File: config.mk
export PLATFORM = sky130hd
export DESIGN_NAME = uart_flow_ctrl
export DESIGN_NICKNAME = d
export VERILOG_FILES = /design/src/rtl/uart_fc_pkg.sv /design/src/rtl/uart_fc_regs.sv /design/src/rtl/uart_fc_sync.sv /design/src/rtl/uart_fc_rts_gen.sv /design/src/rtl/uart_flow_ctrl.sv
export SDC_FILE = /design/constraint.sdc
export NUM_CORES = 1
export LEC_CHECK = 0
export ABC_AREA = 1
export ABC_CLOCK_PERIOD_IN_PS = 1950
export BUFFER_PORTS_ARGS = -buffer_cell sky130_fd_sc_hd__buf_4
export CAP_MARGIN = 20
export CORE_ASPECT_RATIO = 1.1
export CORE_MARGIN = 2
export CORE_UTILIZATION = 47
export CTS_CLUSTER_SIZE = 20
export DETAILED_ROUTE_END_ITERATION = 6
export GPL_TIMING_DRIVEN = 0
export PLACE_DENSITY = 0.81
export SLEW_MARGIN = 20
export SYNTH_ARGS = -nofsm -noshare
export SYNTH_HDL_FRONTEND = slang
export SYNTH_HIERARCHICAL = 1
export SYNTH_SLANG_ARGS = --single-unit
export TNS_END_PERCENT = 5
File: constraint.sdc
create_clock -name clk -period 1.95 [get_ports clk]
set_input_delay 0.2925 -clock clk [delete_from_list [all_inputs] [get_ports clk]]
set_output_delay 0.2925 -clock clk [all_outputs]
set_load 0.05 [all_outputs]
File: src/rtl/uart_fc_pkg.sv
package uart_fc_pkg;

    // Control register layout; bit positions are software visible.
    typedef struct packed {
        logic       cts_inv;   // [7]
        logic       rts_inv;   // [6]
        logic [1:0] thr_sel;   // [5:4]
        logic       auto_cts;  // [3]
        logic       auto_rts;  // [2]
        logic       tx_en;     // [1]
        logic       rx_en;     // [0]
    } fc_ctrl_t;

    localparam logic [7:0] CTRL_RESET = 8'h03;

    typedef enum logic {
        WSEL_CTRL  = 1'b0,
        WSEL_MODEM = 1'b1
    } fc_wsel_e;

    // Free-slot threshold selected by the 2-bit field (non-monotonic code).
    function automatic logic [2:0] thr_slots(input logic [1:0] sel);
        case (sel)
            2'b00:   thr_slots = 3'd3;
            2'b01:   thr_slots = 3'd2;
            2'b10:   thr_slots = 3'd1;
            default: thr_slots = 3'd4;
        endcase
    endfunction

endpackage

File: src/rtl/uart_fc_regs.sv
module uart_fc_regs
    import uart_fc_pkg::*;
(
    input  logic       clk,
    input  logic       rst,
    input  logic       wr_en,
    input  logic       wr_sel,
    input  logic [7:0] wr_data,
    output fc_ctrl_t   ctrl_q,
    output logic       mcr_rts_q
);

    fc_wsel_e sel;
    assign sel = fc_wsel_e'(wr_sel);

    always_ff @(posedge clk) begin
        if (rst) begin
            ctrl_q    <= fc_ctrl_t'(CTRL_RESET);
            mcr_rts_q <= 1'b0;
        end else if (wr_en) begin
            if (sel == WSEL_MODEM) begin
                mcr_rts_q <= wr_data[0];
            end else begin
                ctrl_q <= fc_ctrl_t'(wr_data);
            end
        end
    end

endmodule

File: src/rtl/uart_fc_sync.sv
module uart_fc_sync #(
    parameter int STAGES = 2
) (
    input  logic clk,
    input  logic rst,
    input  logic d,
    output logic q
);

    logic [STAGES-1:0] chain;

    generate
        for (genvar i = 0; i < STAGES; i++) begin : g_stage
            if (i == 0) begin : g_first
                always_ff @(posedge clk) begin
                    if (rst) chain[0] <= 1'b0;
                    else     chain[0] <= d;
                end
            end else begin : g_next
                always_ff @(posedge clk) begin
                    if (rst) chain[i] <= 1'b0;
                    else     chain[i] <= chain[i-1];
                end
            end
        end
    endgenerate

    assign q = chain[STAGES-1];

endmodule

File: src/rtl/uart_fc_rts_gen.sv
module uart_fc_rts_gen
    import uart_fc_pkg::*;
#(
    parameter int DEPTH = 8,
    localparam int LVL_W = $clog2(DEPTH + 1)
) (
    input  fc_ctrl_t         ctrl,
    input  logic [LVL_W-1:0] rx_level,
    input  logic             mcr_rts,
    output logic             rts_pin
);

    logic [LVL_W-1:0] free_slots;
    logic [LVL_W-1:0] thr_ext;
    logic             room;

    always_comb begin
        if (rx_level >= LVL_W'(DEPTH)) free_slots = '0;
        else                           free_slots = LVL_W'(DEPTH) - rx_level;
        thr_ext = LVL_W'(thr_slots(ctrl.thr_sel));
        room    = (free_slots > thr_ext);
        if (ctrl.auto_rts) rts_pin = room ^ ctrl.rts_inv;
        else               rts_pin = mcr_rts;
    end

endmodule

File: src/rtl/uart_flow_ctrl.sv
module uart_flow_ctrl
    import uart_fc_pkg::*;
#(
    parameter int FIFO_DEPTH  = 8,
    parameter int SYNC_STAGES = 2,
    localparam int LVL_W = $clog2(FIFO_DEPTH + 1)
) (
    input  logic             clk,
    input  logic             rst,
    input  logic             wr_en,
    input  logic             wr_sel,
    input  logic [7:0]       wr_data,
    input  logic [LVL_W-1:0] rx_level,
    input  logic             rx_char_valid,
    input  logic             cts_pin,
    input  logic             tx_idle,
    output logic             rts_pin,
    output logic             rx_enable,
    output logic             rx_push,
    output logic             tx_permit
);

    fc_ctrl_t ctrl_q;
    logic     mcr_rts_q;
    logic     cts_sync;
    logic     cts_active;

    uart_fc_regs u_regs (
        .clk      (clk),
        .rst      (rst),
        .wr_en    (wr_en),
        .wr_sel   (wr_sel),
        .wr_data  (wr_data),
        .ctrl_q   (ctrl_q),
        .mcr_rts_q(mcr_rts_q)
    );

    uart_fc_sync #(.STAGES(SYNC_STAGES)) u_cts_sync (
        .clk(clk),
        .rst(rst),
        .d  (cts_pin),
        .q  (cts_sync)
    );

    uart_fc_rts_gen #(.DEPTH(FIFO_DEPTH)) u_rts (
        .ctrl    (ctrl_q),
        .rx_level(rx_level),
        .mcr_rts (mcr_rts_q),
        .rts_pin (rts_pin)
    );

    always_comb begin
        cts_active = cts_sync ^ ctrl_q.cts_inv;
        rx_enable  = ctrl_q.rx_en;
        rx_push    = rx_char_valid & ctrl_q.rx_en;
        tx_permit  = ctrl_q.tx_en & tx_idle & (~ctrl_q.auto_cts | cts_active);
    end

endmodule

==> impl_metrics.yaml <==
status:
  status: "complete, but fails checks"
  failed_checks: "setup timing"
timing:
  setup_slack_ns: -0.0586
  slew_headroom_pct: 83.5
  skew_ns: 0.0000190
  hold_viol_final: 0
  min_period_ns: 2.01
  rsz0062_at_grt: "yes"
  min_period_over_period_pct: 103
  slew_violations: 0
  max_freq_mhz: 498
  tightest_slew_ns: 0.247
  setup_violations: 1
critical_path:
  path_cells: "buf_8, inv_4, ha_4, inv_2, nor2_2, ha_1, nand2_1, nand2_2, nand2_1, nand2_1, nand2_1, nand3_2, nand3_2, nand2_2, buf_8"
  crit_required_ns: 1.66
  crit_arrival_ns: 1.72
  worstSetupPathType: "input port to output pin"
  critPathLaunchType: "input port"
  cp_slowest_cell: "ha_1"
  max_stage_delay_ns: 0.26
  cp_max_fo: 3
  cp-end-kind: "output pin"
  path_buf_inv: 4
  critPathTopFamily: "simple AND/OR/NAND/NOR gates"
  crit_top_cell: "nand2_1"
yosys:
  synth_xor_area_share_pct: 1.29
  syn_nets: 132
  synth_top_family_by_area: "simple AND/OR/NAND/NOR gates"
  synth_edf_count: 0
  synth_cell_types: 18
  synthArstFlopShare_pct: 0
  synth.most_common_cell: "nand2_1"
  yosys_register_bits: 11
  synthFlopType: "dfxtp_1"
  synth-simple-area-share_pct: 42.1
  synthMuxAreaShare_pct: 0
  synth-adder-area-share_pct: 7.35
  netlist_top_cells_area: "dfxtp_1, nand2_1, inv_1"
  seq_area_frac_synth_pct: 32.4
  synth_cells: 109
  yosys.area.top_type: "dfxtp_1"
  synth_top_cell_area_share_pct: 32.4
  synth.avg_cell_area_um2: 6.24
  yosysWarnings: 6
  syn_area_um2: 681
  synthTopCellsByCount: "nand2_1, inv_1, nand3_1, nor2_1, dfxtp_1"
  synth-compound-area-share_pct: 1.47
clock_tree:
  clk_pin_slew_ns: 0.06
  cts_root_buf: "clkbuf_4"
  htreeDepth: 1
  holdBufCountCts: 0
  clk_path_buf_depth: 2
  insertion_delay_ns: 0.26
  clock-sinks: 11
  cts_tree: "built"
  cts_made_buffers: 3
layout:
  fin_nets: 161
  drive_above_1_share_pct: 32.1
  postLayoutCoreUtil_pct: 71.0
  n_antenna_cell: 0
  area_growth_pct: 42.5
  instances_no_fill: 153
routing:
  vias_per_cell: 4.70
  wl_per_cell_um: 9.64
  drtIter0Drc: 6
  routed_wl_um: 1480
  first_pass_iters: 5
  drc: 0
  drtAntennaViolNets: 0
  dr_total_vias: 719
hold_path:
  hold_path.class: "input port to flip-flop"
floorplanning:
  start_util_pct: 49.8
  die_y_um: 43.9
  fp.dieW_um: 40.3
  floorplan.die_area_um2: 1770
  io_pins: 23
  core-area_um2: 1370
  placementRows: 14
grt:
  grt_antenna_before_repair: 0
  track_usage_pct: 18.6
  grt-ovfl-total: 0
  grt_first_pass_wirelength_um: 2190
  grt_max_degree: 11
  first_global_vias: 610
power_and_ir_drop:
  leakage_nw: 0.522
  powerDensity_nw_per_um2: 590
  worst_ir_drop_vdd_mv: 0.403
  power.total_mw: 0.572
run:
  cap_violations: 0
placed_design:
  dp.cells: 147
  place_hpwl_um: 1120
  routabilityCongestion: 0.738
  place.port_buffers: 22
-- cell usage in the layout, fill, tap and decap left out, drive strengths merged --
master	count
buf	25
clkinv	1
nand4	1
dfxtp	11
nand2	26
nor2	19
a21oi	2
nand3	17
inv	24
xor2	1
ha	4
clkbuf	5
or2	1
-- stage by stage --
step                cell area, um2  setup TNS (ns)  worst slack [ns]  hold slack (ns)
finish                         970         -0.0586           -0.0586            0.211
global route                   970          -0.139            -0.139            0.203
CTS                            950         -0.0483           -0.0483            0.206
detailed placement             868          -0.157            -0.157            0.399
global placement               868          -0.106            -0.106            0.391
floorplan                      683               0            0.0898            0.362
-- what timing repair did --
action                                  in CTS  in global routing
gates resized for setup                     12                  5
setup buffers                                2                  0
endpoints found under the setup margin       1                  1
pin swaps                                    7                 13
-- state kept, by name, summed over array words and instances, names as in the netlist --
name              count
u_regs/ctrl_q         8
u_cts_sync/chain      1
u_regs/mcr_rts_q      1
u_cts_sync/q          1
-- power breakdown --
part	internal, mW	total, mW	switching [mW]
registers	0.239	0.247	0.00853
clock network	0.0790	0.146	0.0669
logic	0.0812	0.179	0.0981
-- metal layers --
| metal | GRT usage [%] | share of wire, % | wire length [um] |
|---|---|---|---|
| met5 | 0 | 0 | 0 |
| met4 | 10.0 | 1.0 | 15 |
| met3 | 3.08 | 5.9 | 87 |
| met2 | 35.5 | 54 | 793 |
| met1 | 17.4 | 39 | 579 |
-- kinds of logic after synthesis --
kind of cell             after synthesis
buffers and inverters                 27
AND/OR/NAND/NOR                       64
flip-flops                            11
adder cells (fa/ha/maj)                4
XOR/XNOR                               1
AO/OA/AOI/OAI                          2
-- final timing paths --
path | depth (start not counted) | to | slack [ns] | startpoint
worst max-delay path | 15 | rts_pin | -0.06 | rx_level[0]
worst min-delay path | 2 | u_cts_sync/chain[0] | 0.21 | rst
worst max register to register | 2 | u_regs/ctrl_q[6] | 1.37 | u_regs/ctrl_q[6]
worst min register to register | 2 | u_cts_sync/q | 0.41 | u_cts_sync/chain[0]
-- cell type report --
cell class / instances / area (um2)
tap: 16 / 20.0
sequential: 11 / 220
multi-input combinational: 71 / 390
fill: 119 / 397
clock buffer: 4 / 26.3
timing repair buffer: 24 / 203
buffer: 2 / 11.3
inverter: 25 / 98.8
No activity file was read; power rests on OpenSTA's default activity.
